File: config.mk
export PLATFORM = sky130hd
export DESIGN_NAME = mbist_top
export DESIGN_NICKNAME = d
export VERILOG_FILES = /design/src/rtl/mbist_pkg.sv /design/src/rtl/mbist_ctrl.sv /design/src/rtl/mbist_datapath.sv /design/src/rtl/mbist_top.sv
export SDC_FILE = /design/constraint.sdc
export NUM_CORES = 1
export LEC_CHECK = 0
export CORE_ASPECT_RATIO = 0.7
export CORE_MARGIN = 2
export CORE_UTILIZATION = 25
export DETAILED_ROUTE_END_ITERATION = 10
export GPL_ROUTABILITY_DRIVEN = 0
export GPL_TIMING_DRIVEN = 0
export HOLD_SLACK_MARGIN = 0.15
export PLACE_DENSITY = 0.45
export SETUP_SLACK_MARGIN = 0.4
export SLEW_MARGIN = 20
export SYNTH_ARGS = -nofsm -noshare
export SYNTH_HDL_FRONTEND = slang
export SYNTH_SLANG_ARGS = --single-unit
File: constraint.sdc
create_clock -name clk -period 4.39 [get_ports clk]
set_clock_uncertainty 0.1 [all_clocks]
set_input_delay 0.878 -clock clk [delete_from_list [all_inputs] [get_ports clk]]
set_output_delay 0.878 -clock clk [all_outputs]
set_load 0.02 [all_outputs]
File: src/rtl/mbist_pkg.sv
package mbist_pkg;

  typedef struct packed {
    logic isWrite;
    logic val;
  } marchOp_t;

  typedef struct packed {
    logic       clrFail;
    logic       addrInit;
    logic       initDesc;
    logic       addrStep;
    logic       issue;
    logic       isWrite;
    logic       val;
    logic [2:0] elem;
  } ctrlStrobe_t;

  function automatic logic [2:0] algoOf(input logic [2:0] sel);
    return (sel > 3'd4) ? 3'd0 : sel;
  endfunction

  function automatic logic [2:0] elemCount(input logic [2:0] a);
    case (a)
      3'd1, 3'd2: return 3'd3;
      3'd3:       return 3'd6;
      3'd4:       return 3'd5;
      default:    return 3'd4;
    endcase
  endfunction

  function automatic logic elemDesc(input logic [2:0] a, input logic [2:0] e);
    case (a)
      3'd1, 3'd2: return e == 3'd2;
      3'd3, 3'd4: return (e == 3'd3) || (e == 3'd4);
      default:    return 1'b0;
    endcase
  endfunction

  function automatic logic [3:0] elemLen(input logic [2:0] a, input logic [2:0] e);
    case (a)
      3'd1:    return (e == 3'd0) ? 4'd1 : 4'd2;
      3'd2:    return (e == 3'd0) ? 4'd1 : ((e == 3'd1) ? 4'd2 : 4'd3);
      3'd3:    return (e == 3'd0 || e == 3'd5) ? 4'd1 : 4'd2;
      3'd4:    return (e == 3'd0) ? 4'd1 : 4'd12;
      default: return 4'd1;
    endcase
  endfunction

  function automatic marchOp_t opAt(input logic [2:0] a, input logic [2:0] e,
                                    input logic [3:0] i);
    marchOp_t op;
    logic     base;
    op   = '0;
    base = (e == 3'd2) || (e == 3'd4);
    case (a)
      3'd1, 3'd2: begin
        if (e == 3'd0)      op = '{isWrite: 1'b1, val: 1'b0};
        else if (e == 3'd1) op = '{isWrite: (i == 4'd1), val: (i == 4'd1)};
        else                op = '{isWrite: (i == 4'd1), val: (i == 4'd0)};
      end
      3'd3: begin
        if (e == 3'd0)      op = '{isWrite: 1'b1, val: 1'b0};
        else if (e == 3'd5) op = '{isWrite: 1'b0, val: 1'b0};
        else if (i == 4'd0) op = '{isWrite: 1'b0, val: base};
        else                op = '{isWrite: 1'b1, val: ~base};
      end
      3'd4: begin
        if (e == 3'd0)      op = '{isWrite: 1'b1, val: 1'b0};
        else if (i == 4'd0) op = '{isWrite: 1'b0, val: base};
        else if (i == 4'd11) op = '{isWrite: 1'b0, val: ~base};
        else                op = '{isWrite: 1'b1, val: ~base};
      end
      default: op = '{isWrite: (e == 3'd0 || e == 3'd2), val: (e >= 3'd2)};
    endcase
    return op;
  endfunction

endpackage

File: src/rtl/mbist_ctrl.sv
module mbist_ctrl
  import mbist_pkg::*;
(
  input  logic        clk,
  input  logic        rstN,
  input  logic        start,
  input  logic [2:0]  algoSel,
  input  logic        lastAddr,
  output ctrlStrobe_t stb,
  output logic        busy,
  output logic        done
);

  typedef enum logic [1:0] {S_IDLE, S_RUN, S_DRAIN, S_DONE} state_t;

  state_t     state;
  logic [2:0] algo;
  logic [2:0] elem;
  logic [3:0] opIdx;
  marchOp_t   curOp;
  logic       lastOp;
  logic       lastElem;
  logic       canStart;

  assign canStart = (state == S_IDLE) || (state == S_DONE);
  assign busy     = (state == S_RUN) || (state == S_DRAIN);
  assign done     = (state == S_DONE);

  always_comb begin
    curOp    = opAt(algo, elem, opIdx);
    lastOp   = (opIdx == (elemLen(algo, elem) - 4'd1));
    lastElem = (elem == (elemCount(algo) - 3'd1));
    stb      = '0;
    if (canStart && start) begin
      stb.clrFail  = 1'b1;
      stb.addrInit = 1'b1;
      stb.initDesc = elemDesc(algoOf(algoSel), 3'd0);
    end else if (state == S_RUN) begin
      stb.issue   = 1'b1;
      stb.isWrite = curOp.isWrite;
      stb.val     = curOp.val;
      stb.elem    = elem;
      if (lastOp) begin
        if (!lastAddr) begin
          stb.addrStep = 1'b1;
        end else if (!lastElem) begin
          stb.addrInit = 1'b1;
          stb.initDesc = elemDesc(algo, elem + 3'd1);
        end
      end
    end
  end

  always_ff @(posedge clk) begin
    if (!rstN) begin
      state <= S_IDLE;
      algo  <= '0;
      elem  <= '0;
      opIdx <= '0;
    end else begin
      case (state)
        S_IDLE, S_DONE: if (start) begin
          algo  <= algoOf(algoSel);
          elem  <= '0;
          opIdx <= '0;
          state <= S_RUN;
        end
        S_RUN: begin
          if (lastOp) begin
            opIdx <= '0;
            if (lastAddr) begin
              if (lastElem) state <= S_DRAIN;
              else          elem  <= elem + 3'd1;
            end
          end else begin
            opIdx <= opIdx + 4'd1;
          end
        end
        default: state <= S_DONE;
      endcase
    end
  end

endmodule

File: src/rtl/mbist_datapath.sv
module mbist_datapath
  import mbist_pkg::*;
#(
  parameter int AW = 4,
  parameter int DW = 8
) (
  input  logic          clk,
  input  logic          rstN,
  input  ctrlStrobe_t   stb,
  input  logic [DW-1:0] memRdata,
  output logic [AW-1:0] memAddr,
  output logic          memEn,
  output logic          memWe,
  output logic [DW-1:0] memWdata,
  output logic          lastAddr,
  output logic          fail,
  output logic [AW-1:0] failAddr,
  output logic [2:0]    failElem
);

  localparam logic [AW-1:0] ADDR_TOP = '1;

  logic [AW-1:0] addr;
  logic          dirDesc;
  logic          rdValid;
  logic          rdExp;
  logic [AW-1:0] rdAddr;
  logic [2:0]    rdElem;
  logic [DW-1:0] laneBad;
  logic          cmpBad;

  assign memAddr  = addr;
  assign memEn    = stb.issue;
  assign memWe    = stb.issue & stb.isWrite;
  assign memWdata = {DW{stb.val}};
  assign lastAddr = dirDesc ? (addr == '0) : (addr == ADDR_TOP);

  for (genvar g = 0; g < DW; g++) begin : gLane
    assign laneBad[g] = memRdata[g] ^ rdExp;
  end
  assign cmpBad = rdValid & (|laneBad);

  always_ff @(posedge clk) begin
    if (!rstN) begin
      addr    <= '0;
      dirDesc <= 1'b0;
    end else if (stb.addrInit) begin
      addr    <= stb.initDesc ? ADDR_TOP : '0;
      dirDesc <= stb.initDesc;
    end else if (stb.addrStep) begin
      addr <= dirDesc ? addr - 1'b1 : addr + 1'b1;
    end
  end

  always_ff @(posedge clk) begin
    if (!rstN) begin
      rdValid <= 1'b0;
      rdExp   <= 1'b0;
      rdAddr  <= '0;
      rdElem  <= '0;
    end else begin
      rdValid <= stb.issue & ~stb.isWrite;
      rdExp   <= stb.val;
      rdAddr  <= addr;
      rdElem  <= stb.elem;
    end
  end

  always_ff @(posedge clk) begin
    if (!rstN || stb.clrFail) begin
      fail     <= 1'b0;
      failAddr <= '0;
      failElem <= '0;
    end else if (cmpBad && !fail) begin
      fail     <= 1'b1;
      failAddr <= rdAddr;
      failElem <= rdElem;
    end
  end

endmodule

File: src/rtl/mbist_top.sv
module mbist_top
  import mbist_pkg::*;
#(
  parameter int AW = 4,
  parameter int DW = 8
) (
  input  logic          clk,
  input  logic          rstN,
  input  logic          start,
  input  logic [2:0]    algoSel,
  input  logic [DW-1:0] memRdata,
  output logic [AW-1:0] memAddr,
  output logic          memEn,
  output logic          memWe,
  output logic [DW-1:0] memWdata,
  output logic          busy,
  output logic          done,
  output logic          pass,
  output logic          fail,
  output logic [AW-1:0] failAddr,
  output logic [2:0]    failElem
);

  ctrlStrobe_t stb;
  logic        lastAddr;

  mbist_ctrl uCtrl (
    .clk      (clk),
    .rstN     (rstN),
    .start    (start),
    .algoSel  (algoSel),
    .lastAddr (lastAddr),
    .stb      (stb),
    .busy     (busy),
    .done     (done)
  );

  mbist_datapath #(.AW(AW), .DW(DW)) uData (
    .clk      (clk),
    .rstN     (rstN),
    .stb      (stb),
    .memRdata (memRdata),
    .memAddr  (memAddr),
    .memEn    (memEn),
    .memWe    (memWe),
    .memWdata (memWdata),
    .lastAddr (lastAddr),
    .fail     (fail),
    .failAddr (failAddr),
    .failElem (failElem)
  );

  assign pass = done & ~fail;

endmodule

==> results.md <==
* Result of the run: finished, final reports clean
* Number of pins exceeding their max-slew limit in the final report at 0
* Post-placement cell area at 2660 sq um
* Number of enable-type register cells in the synthesized netlist at 0
* DRC violation total after the first TritonRoute iteration at 124
* Main combinational cell family by area after synthesis: simple AND/OR/NAND/NOR gates
* Max Buffers Root-to-Sink at 2
* Count of buffering cells on the critical path with inverters included at 4
* Maximum fanout along the worst path at 10
* Setup repair after global routing missed its margin: no
* Std-Cell Core Area at 8410 sq um
* P_sw at 0.000497 W
* GRT Residual Overflow at 0
* Global-route wire length before repair at 9220 microns
* Path type of the worst min-delay path: flip-flop to flip-flop
* Total of max-cap violations at 0
* Simple-gate share of the synthesized area at 22.3%
* Overall global routing resource usage at 12.8%
* Die X-Extent at 115 microns
* Chip height at 81.6 microns
* Sequential share of the synthesized area at 31.6%
* DRT antenna net count at 0
* Routed wire length at 5630 microns
* Number of H-tree levels at 2
* HPWL after detailed placement at 4200 microns
* Number of hold buffers added after cts at 0
* Iteration count of the initial detailed-routing pass at 4
* Switching part of the total power at 38.2%
* Setup Crit Path Kind: primary input to output port
* Post-synth top area share at 31.6%
* Critical-path cell list: clkdlybuf4s50_1 > nand2_1 > clkbuf_4 > nand2_1 > a221oi_4 > buf_4 > clkdlybuf4s50_1
* Layout overhead on the synthesized area at 35.8%
* Compound-Gate Fraction of Synth Area at 18.4%
* Comb power frac at 42.6%
* Period Utilization, post-route at 87.8%
* Clock slew seen by the registers of the worst setup and hold paths at 50 ps
* Initial core utilization at 25.6%
* Via count of the first global-routing pass at 1792
* TritonCTS clock tree: built
* Post-Syn Area per Cell at 8.57 sq um
* Synth Register Bits at 34
* Routed wire length per instance at 13.8 microns
* Endpoint required time on the critical path at 3410 ps
* Worst slack after detailed placement at -242 ps
* Hold-critical path depth at 2
* Top area cells in the synthesized netlist: dfxtp_1 (32%), ha_1 (9.3%), mux2i_1 (4.2%)
* R2R cell count at 12
* Area of combinational cells with multiple inputs at 1330 sq um
* Portion of netlist area occupied by mux cells at 4.71%
* Worst vdd rail ir drop at 0.173 mV
* Number of nets produced by synthesis at 282
* Register Area at 688 sq um
* Number of instances in the placed design at 394
* Number of buffers created by CTS at 5
* Top-level port count at 39
* Latest clock arrival within the worst-skew pair at 280 ps
* Synth cell types at 54
* Clock sink total at 34
* Family of cells with the greatest summed delay on the critical path: buffers and inverters
* Post-route cell area at 2920 sq um
* Hold Fails Final Rpt at 0
* Async set or reset register ratio after synthesis at 0%
* Static leakage at 1.20 nW
* Kind of end point of the critical path: output port
* Nets at 334
* Die area at 9380 sq um
* Slowest Stage Delay on Critical Path at 600 ps
* Cell accounting for the most synthesized area: dfxtp_1
* Dominant synthesized flop cell: dfxtp_1
* Final total negative setup slack at 0 ps
* Normalized max-slew margin at 52.6%
* WP depth at 7
* Number of standard-cell rows in the floorplan at 28
* Achievable Freq at 259 MHz
* Post-Syn Instances at 251
* Internal power at 0.000804 W
* Fill cell instance count of the final layout at 867
* Number of buffer cells added on primary ports at 38
* Slowest CP cell: clkdlybuf4s50_1
* Layout cell share with drive strength beyond 1 at 13.8%
* Power Density at 445 nW/um^2
* Startpoint type of the worst setup path: primary input
* Post-synthesis adder-cell area fraction at 10.2%
* Slew @ Worst Pin at 707 ps
* Netlist area before placement at 2150 sq um
* Area share of xor/xnor cells in the synthesized design at 4.48%
* Detail-routed via count per cell at 4.81
* Clock root buffer: clkbuf_16
* N_diodes at 0
* Arrival time of the worst setup path at 2880 ps
* Clock power share at 27.2%
* Total setup violations reported at the end of the flow at 0
* Remaining routing DRC violations at 0
* Clock period minus final worst setup slack at 3850 ps
* Number of antenna violations at the first check in global routing at 0
* Total number of vias at 1966
* Post-route setup slack at 536 ps
* Sequential power share at 30.1%
* Largest net degree at the start of global routing at 11
* Post-route non-filler standard cell count at 409
* Yosys warnings at 0
cell usage after synthesis (all sizes together) (2+ instances only):
cell	n
a211o	3
a21o	3
a21oi	16
a221o	3
a31oi	4
and2	6
and3	4
buf	12
clkbuf	6
clkinv	2
dfxtp	34
ha	16
inv	14
mux2i	9
nand2	14
nand2b	2
nand3	6
nand4	7
nor2	23
nor2b	3
nor3	11
nor3b	6
nor4	2
o21a	2
o21ai	5
o221a	3
o31ai	2
or3	2
xnor2	7
xor2	4
power groups by stage:
stage	Combinational, W	Sequential (W)	Clock, W
after global routing	0.000613	0.000400	0.000375
after CTS	0.000555	0.000393	0.000361
after floorplan	0.000340	0.000406	0
final	0.000555	0.000392	0.000354
after detailed placement	0.000536	0.000399	0
after global placement	0.000537	0.000401	0
sequential cells by signal, summed over array words and instances (netlist names), 2 cells and up:
register	count
uCtrl.opIdx	4
uData.failAddr	4
uData.memAddr	4
uData.rdAddr	4
uCtrl.algo	3
uCtrl.elem	3
uData.failElem	3
uData.rdElem	3
uCtrl.state	2
cell families (layout without fill, tap and decap cells):
logic type,after synthesis,count (layout)
AOI/OAI and AO/OA,54,55
adders and majority gates,17,17
xor gates and xnor gates,11,11
DFF,34,34
and+or+nand+nor,91,91
muxes,10,10
buffers and inverters,34,86
placed cells by master (no fill, tap or decap), types with 7 or more instances in the layout:
cell and instances:
nor3_1 11, a21oi_1 16, xnor2_1 7, mux2i_1 9, ha_1 15, clkdlybuf4s50_1 36, nand2_1 14, nand4_1 7
nor2_1 23, dfxtp_1 32, inv_1 12, buf_4 15
per-stage QoR:
stage / util [%] / hold slack, ps / total power [W]
after floorplan: - / 337 / 0.000747
after global placement: 31.7 / 349 / 0.000937
after detailed placement: 31.7 / 352 / 0.000935
after CTS: 34.2 / 369 / 0.00131
after global routing: 34.7 / 389 / 0.00139
final: 34.7 / 363 / 0.00130
layer usage:
metal | wire (microns) | global-route usage [%] | vias to the layer above
li1 | - | - | 1009
met1 | 3250 | 19.5 | 898
met2 | 2030 | 17.2 | 54
met3 | 304 | 3.84 | 5
met4 | 41 | 2.89 | 0
met5 | 0 | 0 | -
final cells by class:
cell class	count	share of cell area [%]
Multi-Input combinational cell	184	45.7
Tap cell	105	4.50
Clock inverter	1	0.171
Clock buffer	7	4.88
Inverter	16	2.31
Timing Repair Buffer	44	14.7
Sequential cell	34	23.6
Buffer	18	4.20
worst register-to-register path, cell delays in order (launching register included):
cell and delay [ps]:
dfxtp_4 410, clkinvlp_4 160, ha_1 290, a211o_1 310
nand4_1 130, inv_1 60, ha_1 200, xor2_1 150
a211o_1 260, a21oi_1 320, a21oi_1 120, o21ai_0 500
nor2_1 110
path summary, 6_finish.rpt:
| path | slack [ps] | startpoint | to |
|---|---|---|---|
| setup / recovery | 540 | start | memWdata[2] |
| hold / removal | 360 | uData.rdAddr[1] | uData.failAddr[1] |
| setup reg to reg | 1140 | uCtrl.elem[1] | uCtrl.opIdx[0] |
| hold reg to reg | 360 | uData.rdAddr[1] | uData.failAddr[1] |
timing repair:
item / CTS / global route
setup buffers: 2 / 4
setup endpoints to repair: 8 / 8
cloned: 1 / 0
pin swaps: 2 / 2
gates resized for setup: 7 / 10
Power figures use the tool's default switching activity.
